### config.mk
export PLATFORM = sky130hd
export DESIGN_NAME = sector_erase_window
export DESIGN_NICKNAME = d
export VERILOG_FILES = /design/src/rtl/sew_pkg.sv /design/src/rtl/sew_mask.sv /design/src/rtl/sew_timer.sv /design/src/rtl/sew_fsm.sv /design/src/rtl/sector_erase_window.sv
export SDC_FILE = /design/constraint.sdc
export NUM_CORES = 1
export LEC_CHECK = 0
export ABC_AREA = 0
export BUFFER_PORTS_ARGS = -buffer_cell sky130_fd_sc_hd__buf_2
export CORE_ASPECT_RATIO = 0.9
export CORE_MARGIN = 4
export CORE_UTILIZATION = 35
export CTS_BUF_LIST = sky130_fd_sc_hd__clkbuf_4
export CTS_CLUSTER_SIZE = 25
export DETAILED_ROUTE_END_ITERATION = 16
export GPL_ROUTABILITY_DRIVEN = 0
export PLACE_DENSITY_LB_ADDON = 0.2
export SLEW_MARGIN = 25
export SYNTH_ARGS = -nofsm -noshare
export SYNTH_HDL_FRONTEND = slang
export SYNTH_SLANG_ARGS = --single-unit
### constraint.sdc
create_clock -name clk -period 6.7 [get_ports clk]
set_input_delay 0.335 -clock clk [delete_from_list [all_inputs] [get_ports clk]]
set_output_delay 0.335 -clock clk [all_outputs]
set_load 0.01 [all_outputs]
### src/rtl/sew_pkg.sv
package sew_pkg;
  localparam logic [7:0] OP_SECTOR  = 8'h30;
  localparam logic [7:0] OP_SUSPEND = 8'hB0;

  typedef enum logic [1:0] {
    ST_IDLE  = 2'd0,
    ST_WIN   = 2'd1,
    ST_HAND  = 2'd2,
    ST_ERASE = 2'd3
  } sew_state_e;
endpackage

### src/rtl/sew_mask.sv
module sew_mask #(
  parameter int N_SECT   = 16,
  parameter int MAX_LOAD = 8,
  localparam int SEC_W   = $clog2(N_SECT)
) (
  input  logic              clk,
  input  logic              rst_n,
  input  logic              clear,
  input  logic              load,
  input  logic [SEC_W-1:0]  sector,
  output logic              accept,
  output logic [N_SECT-1:0] mask
);
  logic [N_SECT-1:0] hit;
  logic [N_SECT-1:0] mask_q;
  logic              full;

  for (genvar gi = 0; gi < N_SECT; gi++) begin : g_dec
    assign hit[gi] = (sector == SEC_W'(gi));
  end

  assign full   = ($countones(mask_q) >= MAX_LOAD);
  // a sector already present never counts against the limit
  assign accept = (|(mask_q & hit)) || !full;

  always_ff @(posedge clk) begin
    if (!rst_n)             mask_q <= '0;
    else if (clear)         mask_q <= '0;
    else if (load && accept) mask_q <= mask_q | hit;
  end

  assign mask = mask_q;

  assert_limit_R6: assert property (@(posedge clk) disable iff (!rst_n)
    $countones(mask_q) <= MAX_LOAD);
endmodule

### src/rtl/sew_timer.sv
module sew_timer #(
  parameter int WINDOW_CYC = 20,
  localparam int CW        = $clog2(WINDOW_CYC + 1)
) (
  input  logic clk,
  input  logic rst_n,
  input  logic restart,
  input  logic run,
  output logic expire
);
  logic [CW-1:0] cnt_q;

  assign expire = run && (cnt_q == CW'(WINDOW_CYC - 1));

  always_ff @(posedge clk) begin
    if (!rst_n)                cnt_q <= '0;
    else if (restart)          cnt_q <= '0;
    else if (run && !expire)   cnt_q <= cnt_q + 1'b1;
  end

  assert_restart_R4: assert property (@(posedge clk) disable iff (!rst_n)
    restart |=> !expire);
endmodule

### src/rtl/sew_fsm.sv
module sew_fsm
  import sew_pkg::*;
(
  input  logic       clk,
  input  logic       rst_n,
  input  logic       beat,
  input  logic [7:0] op,
  input  logic       accept,
  input  logic       expire,
  input  logic       erase_ready,
  input  logic       erase_done,
  output logic       load,
  output logic       restart,
  output logic       run,
  output logic       clear,
  output logic       offering,
  output logic       window_open,
  output logic       started,
  output logic       abort_pulse
);
  sew_state_e state_q, state_d;
  logic       is_sect, is_susp, foreign, abort_now, abort_q;

  assign is_sect = (op == OP_SECTOR);
  assign is_susp = (op == OP_SUSPEND);
  assign foreign = !is_sect && !is_susp;

  always_comb begin
    state_d   = state_q;
    load      = 1'b0;
    clear     = 1'b0;
    abort_now = 1'b0;
    run       = 1'b0;
    unique case (state_q)
      ST_IDLE: begin
        if (beat && is_sect) begin
          load    = 1'b1;
          state_d = ST_WIN;
        end
      end
      ST_WIN: begin
        run = 1'b1;
        if (beat && foreign) begin
          clear     = 1'b1;
          abort_now = 1'b1;
          state_d   = ST_IDLE;
        end else if (beat && is_susp) begin
          state_d = ST_HAND;
        end else if (beat && is_sect) begin
          load = 1'b1;
          // a beat refused by the limit leaves expiry on its own course
          if (!accept && expire) state_d = ST_HAND;
        end else if (expire) begin
          state_d = ST_HAND;
        end
      end
      ST_HAND: begin
        if (erase_ready) state_d = ST_ERASE;
      end
      ST_ERASE: begin
        if (beat && foreign) begin
          clear     = 1'b1;
          abort_now = 1'b1;
          state_d   = ST_IDLE;
        end else if (erase_done) begin
          clear   = 1'b1;
          state_d = ST_IDLE;
        end
      end
      default: state_d = ST_IDLE;
    endcase
  end

  assign restart = load && accept;

  always_ff @(posedge clk) begin
    if (!rst_n) begin
      state_q <= ST_IDLE;
      abort_q <= 1'b0;
    end else begin
      state_q <= state_d;
      abort_q <= abort_now;
    end
  end

  assign offering    = (state_q == ST_HAND);
  assign window_open = (state_q == ST_WIN);
  assign started     = (state_q == ST_HAND) || (state_q == ST_ERASE);
  assign abort_pulse = abort_q;

  assert_abort_single_R8: assert property (@(posedge clk) disable iff (!rst_n)
    abort_q |=> !abort_q);
endmodule

### src/rtl/sector_erase_window.sv
module sector_erase_window
  import sew_pkg::*;
#(
  parameter int N_SECT     = 16,
  parameter int MAX_LOAD   = 8,
  parameter int WINDOW_CYC = 5_000_000,
  localparam int SEC_W     = $clog2(N_SECT)
) (
  input  logic              clk,
  input  logic              rst_n,
  input  logic              cmd_valid,
  output logic              cmd_ready,
  input  logic [7:0]        cmd_op,
  input  logic [SEC_W-1:0]  cmd_sector,
  output logic              erase_valid,
  input  logic              erase_ready,
  output logic [N_SECT-1:0] erase_mask,
  input  logic              erase_done,
  output logic              delay_done,
  output logic              erase_abort
);
  logic beat, accept, expire, load, restart, run, clear;
  logic offering, window_open, started;

  assign cmd_ready = !offering;
  assign beat      = cmd_valid && cmd_ready;

  sew_mask #(.N_SECT(N_SECT), .MAX_LOAD(MAX_LOAD)) u_mask (
    .clk    (clk),
    .rst_n  (rst_n),
    .clear  (clear),
    .load   (load),
    .sector (cmd_sector),
    .accept (accept),
    .mask   (erase_mask)
  );

  sew_timer #(.WINDOW_CYC(WINDOW_CYC)) u_timer (
    .clk     (clk),
    .rst_n   (rst_n),
    .restart (restart),
    .run     (run),
    .expire  (expire)
  );

  sew_fsm u_fsm (
    .clk         (clk),
    .rst_n       (rst_n),
    .beat        (beat),
    .op          (cmd_op),
    .accept      (accept),
    .expire      (expire),
    .erase_ready (erase_ready),
    .erase_done  (erase_done),
    .load        (load),
    .restart     (restart),
    .run         (run),
    .clear       (clear),
    .offering    (offering),
    .window_open (window_open),
    .started     (started),
    .abort_pulse (erase_abort)
  );

  assign erase_valid = offering;
  assign delay_done  = started;

  assert_hold_R9: assert property (@(posedge clk) disable iff (!rst_n)
    (erase_valid && !erase_ready) |=> (erase_valid && $stable(erase_mask)));

  assert_mask_at_expiry_R3: assert property (@(posedge clk) disable iff (!rst_n)
    $rose(erase_valid) |-> (erase_mask != '0));

  assert_foreign_drop_R8: assert property (@(posedge clk) disable iff (!rst_n)
    (beat && window_open && (cmd_op != OP_SECTOR) && (cmd_op != OP_SUSPEND))
      |=> (erase_abort && erase_mask == '0 && !erase_valid));

  assert_clear_on_end_R10: assert property (@(posedge clk) disable iff (!rst_n)
    $fell(delay_done) |-> (erase_mask == '0));
endmodule

==> PnR_summary.wiki <==
{| class="wikitable"
! Metric !! Value
|-
| Run status || complete, no violations
|-
| Most used flip-flop cell after synthesis || sky130_fd_sc_hd__dfxtp_1
|-
| Netlist area before placement || between 0.002 and 0.003 mm^2
|-
| Power density normalized to cell area || between 100 and 150 mW/mm^2
|-
| Total leakage power || between 1 and 1.5 nW
|-
| Sw frac || 23.0%
|-
| Chip Height || 90.1 um
|-
| Family of cells with the greatest summed delay on the critical path || adder cells
|-
| Buf+Inv Stages, Crit Path || 3
|-
| Detailed placement HPWL || roughly 4400 um
|-
| Slew HR || approximately 37%
|-
| Clock latency of the later-clocked register in the worst-skew pair || around 0.35 ns
|-
| Final Hold Viols || 0
|-
| Relative contribution of combinational cells to total power || 5.7%
|-
| CP Cell Sequence || ha_1 > inv_1 > fa_1 > inv_1 > fa_1 > fa_1 > fa_1 > ha_1 > inv_1 > fa_1 > nor4b_1 > a221oi_1 > and4_4 > o31ai_4 > nor2_1
|-
| Hold crit path type || input port to flip-flop
|-
| Worst EP arrival || ~5.3 ns
|-
| Portion of the post-synthesis area used by sequential elements || around 32%
|-
| Remaining global-route overflow || 0
|-
| Residual antenna-violating net count after detailed routing || 0
|-
| Synth Area per Inst || a little under 9 um^2
|-
| Share of the synthesized area in the top cell type || 32.1%
|-
| Count of unique library cells instantiated by Yosys || roughly 50
|-
| Unrepaired setup endpoints after global routing || false
|-
| Count of hold-fix buffers inserted at cts || 0
|-
| Drt pass-1 iters || 4
|-
| Post-synthesis to final-layout area growth || 10.7%
|-
| Share of post-route cells with drive strength above 1 || between 10% and 20%
|-
| Endpoint type of the worst setup path || flip-flop
|-
| Most used standard cell by instance count after synthesis || sky130_fd_sc_hd__dfxtp_1
|-
| Pin count of the biggest net entering global routing || 32
|-
| Worst slew pin tran || around 0.94 ns
|-
| Number of top-level design ports || 37
|-
| Final critical path time including I/O delays and setup || slightly above 5 ns
|-
| Met1 capacity usage during global routing || roughly 20%
|-
| Pins Over Slew Limit || 0
|-
| Max-cap violations || 0
|-
| Final setup viols || 0
|-
| Hold Path Origin || cmd_valid
|-
| Capture instance of the worst register-to-register path || u_timer.cnt_q[7]
|-
| Peak ir drop on the vdd network || 47.0 uV
|-
| Vias in the first global route || about 2.1k
|-
| Placed Area || about 0.0028 mm^2
|-
| Worst-path cell with the longest stage delay || sky130_fd_sc_hd__o31ai_4
|-
| First-pass GRT wire length || 10100 um
|-
| Global route hottest layer || met1
|-
| Sequential power share || 57.8%
|-
| Number of nets in the synthesized netlist || around 340
|-
| # nets final || 366
|-
| Synth Instances || between 200 and 300
|-
| Portion of total power attributed to the clock network || 36.5%
|-
| Overall die area || slightly below 0.009 mm^2
|-
| #FFs+latches synth || between 40 and 50
|-
| Yosys top cell by area || sky130_fd_sc_hd__dfxtp_1
|-
| Maximum clock insertion buffer count || 2
|-
| Total setup buffers inserted after CTS || 0
|-
| Launching element type of the critical path || flip-flop
|-
| CTS Root Cell || sky130_fd_sc_hd__clkbuf_4
|-
| Highest attainable clock frequency || slightly below 200 MHz
|-
| Clock Skew || around 0.016 ns
|-
| Worst hold path cell count || 3
|-
| DRC violations left || 0
|-
| Design Area, Final || between 0.002 and 0.003 mm^2
|-
| Clock transition at path regs || 0.13 ns
|-
| Psw || between 90 and 100 uW
|-
| Avg WL per Cell || 13.9 um
|-
| Total of cells resized after clock tree synthesis || 0
|-
| Wirelength, routed || between 5000 and 6000 um
|-
| Gr usage total || 13.7%
|-
| Most area-consuming cells after synthesis || sky130_fd_sc_hd__dfxtp_1 32%, sky130_fd_sc_hd__fa_1 8.4%, sky130_fd_sc_hd__ha_1 6.7%
|-
| Register-to-Register Setup Slack || ~1.6 ns
|-
| CORE AREA || between 0.007 and 0.008 mm^2
|-
| Async S/R FF share, synth || 0%
|-
| CP peak stage delay || between 0.7 and 0.8 ns
|-
| Critical path class || flip-flop to flip-flop
|-
| FP Rows || 29
|-
| List of most frequent post-synthesis cells || 42 x sky130_fd_sc_hd__dfxtp_1, 30 x sky130_fd_sc_hd__nor2_1, 28 x sky130_fd_sc_hd__nand2_1
|-
| WHS || between 0.2 and 0.25 ns
|-
| Detailed router's first-iteration violation count || between 80 and 90
|-
| Worst r2r src || u_mask.mask[14]
|-
| GR met2 Demand/Resource || between 15 and 20%
|-
| Cell count of the worst reg-to-reg path || 15
|-
| Number of H-tree levels || 2
|-
| Share of the cycle needed by the critical path after routing || roughly 76%
|-
| Number of sinks driven by the clock tree || 42
|-
| Min setup slack post-route || between 1.5 and 2 ns
|-
| Overall via count from detail_route || approximately 2.1k
|-
| Crit Path Max Fanout || 23
|-
| Endpoint, Worst Hold || u_fsm.abort_pulse
|-
| Total of warnings raised by yosys || 0
|-
| Diode count || 0
|-
| Chip width || 99.2 um
|-
| Met3 usage in global routing || between 3 and 4%
|-
| Vias per cell || around 5.1
|-
| Antenna violations before repair || 0
|-
| EDFF count, synth || 0
|-
| Inserted Clock Buffers || 5
|-
| Worst EP required || slightly below 7 ns
|-
| Effective utilization at floorplan || 36.5%
|-
| TritonCTS clock tree || done
|-
| Post-Place Worst Slack || approximately 1.6 ns
|-
| CP dominant cell by count || sky130_fd_sc_hd__fa_1
|-
| Setup TNS Final || 0 ns
|-
| IO buf count || 36
|-
| Layout filler cell count || ~770
|-
| Internal power || 333 uW
|-
| Total power || roughly 430 uW
|}
==> power by group through the flow <==
stage | Combinational, mW | Sequential [mW] | Clock [mW]
after floorplan | 0.0172 | 0.255 | 0
after global placement | 0.0244 | 0.255 | 0
after detailed placement | 0.0247 | 0.255 | 0
after CTS | 0.0247 | 0.250 | 0.166
after global routing | 0.0275 | 0.250 | 0.175
final | 0.0248 | 0.250 | 0.158
==> worst register-to-register path: cells and delay by family, from the launching register on <==
family,cells,cell delay (ns)
simple gates,3,0.60
fa+ha+maj,7,2.88
flops,1,0.38
buf+inv,3,0.17
compound gates,2,0.94
==> layer usage <==
layer / vias to the layer above / wire [um]
met5: - / 0
met4: 0 / 73
met3: 6 / 429
met2: 62 / 2460
met1: 987 / 2850
li1: 1072 / -
==> state kept, by name, indices dropped and copies added (netlist names), named ones only <==
register,count
u_fsm.abort_pulse,1
u_fsm.state_q,1
u_mask.mask,16
u_timer.cnt_q,23
==> cells by family (layout without fill, tap and decap cells) <==
| kind of cell | count (synthesis) | after routing | synth area share (%) |
|---|---|---|---|
| buffers and inverters | 36 | 65 | 6.73 |
| multiplexers | 4 | 4 | 1.67 |
| adder cells (fa/ha/maj) | 25 | 25 | 15.1 |
| AND/OR/NAND/NOR | 135 | 135 | 28.0 |
| flip-flops | 42 | 42 | 32.1 |
| AO/OA/AOI/OAI | 31 | 31 | 9.12 |
| XOR/XNOR | 22 | 22 | 7.35 |
==> final cells by class <==
type	instances	area (um^2)	share of cell area, %
multi-input combinational	217	1610	55.5
clock inverter	2	33.8	1.16
timing repair buffer	36	180	6.21
clock buffer	5	37.5	1.29
tap	93	116	4.01
inverter	22	82.6	2.84
sequential	42	841	29.0
==> how the worst max path moves through the flow <==
stage | from | end | slack, ns | cells after the start
6_report | u_mask.mask[14] | u_timer.cnt_q[7] | 1.59 | 15
5_1_grt | u_mask.mask[14] | u_timer.cnt_q[11] | 1.18 | 15
4_1_cts | u_mask.mask[14] | u_timer.cnt_q[6] | 1.54 | 15
3_5_place_dp | u_mask.mask[14] | u_timer.cnt_q[4] | 1.60 | 15
3_3_place_gp | u_mask.mask[14] | u_timer.cnt_q[15] | 1.66 | 15
2_1_floorplan | u_mask.mask[14] | u_timer.cnt_q[10] | 2.20 | 16
==> layout by cell type (no fill, tap or decap), types with 3 or more instances in the layout <==
cell type	count
sky130_fd_sc_hd__nor4b_1	3
sky130_fd_sc_hd__a32oi_1	3
sky130_fd_sc_hd__dfxtp_1	42
sky130_fd_sc_hd__and4_1	3
sky130_fd_sc_hd__mux2_2	3
sky130_fd_sc_hd__o21ai_1	14
sky130_fd_sc_hd__nor2b_1	8
sky130_fd_sc_hd__nand3b_1	3
sky130_fd_sc_hd__fa_1	11
sky130_fd_sc_hd__nor2_1	30
sky130_fd_sc_hd__xor2_1	14
sky130_fd_sc_hd__nand2_1	28
sky130_fd_sc_hd__and2_1	3
sky130_fd_sc_hd__ha_1	14
sky130_fd_sc_hd__nand3_1	18
sky130_fd_sc_hd__nand4_1	14
sky130_fd_sc_hd__and3_1	8
sky130_fd_sc_hd__xnor2_1	8
sky130_fd_sc_hd__inv_1	22
sky130_fd_sc_hd__clkbuf_4	5
sky130_fd_sc_hd__buf_2	36
==> stage by stage <==
stage,utilization [%],cells
after detailed placement,39.4,410
final,40.4,417
after global placement,39.3,410
after CTS,40.4,417
after floorplan,-,295
after global routing,40.4,417
Power figures use the tool's default switching activity.
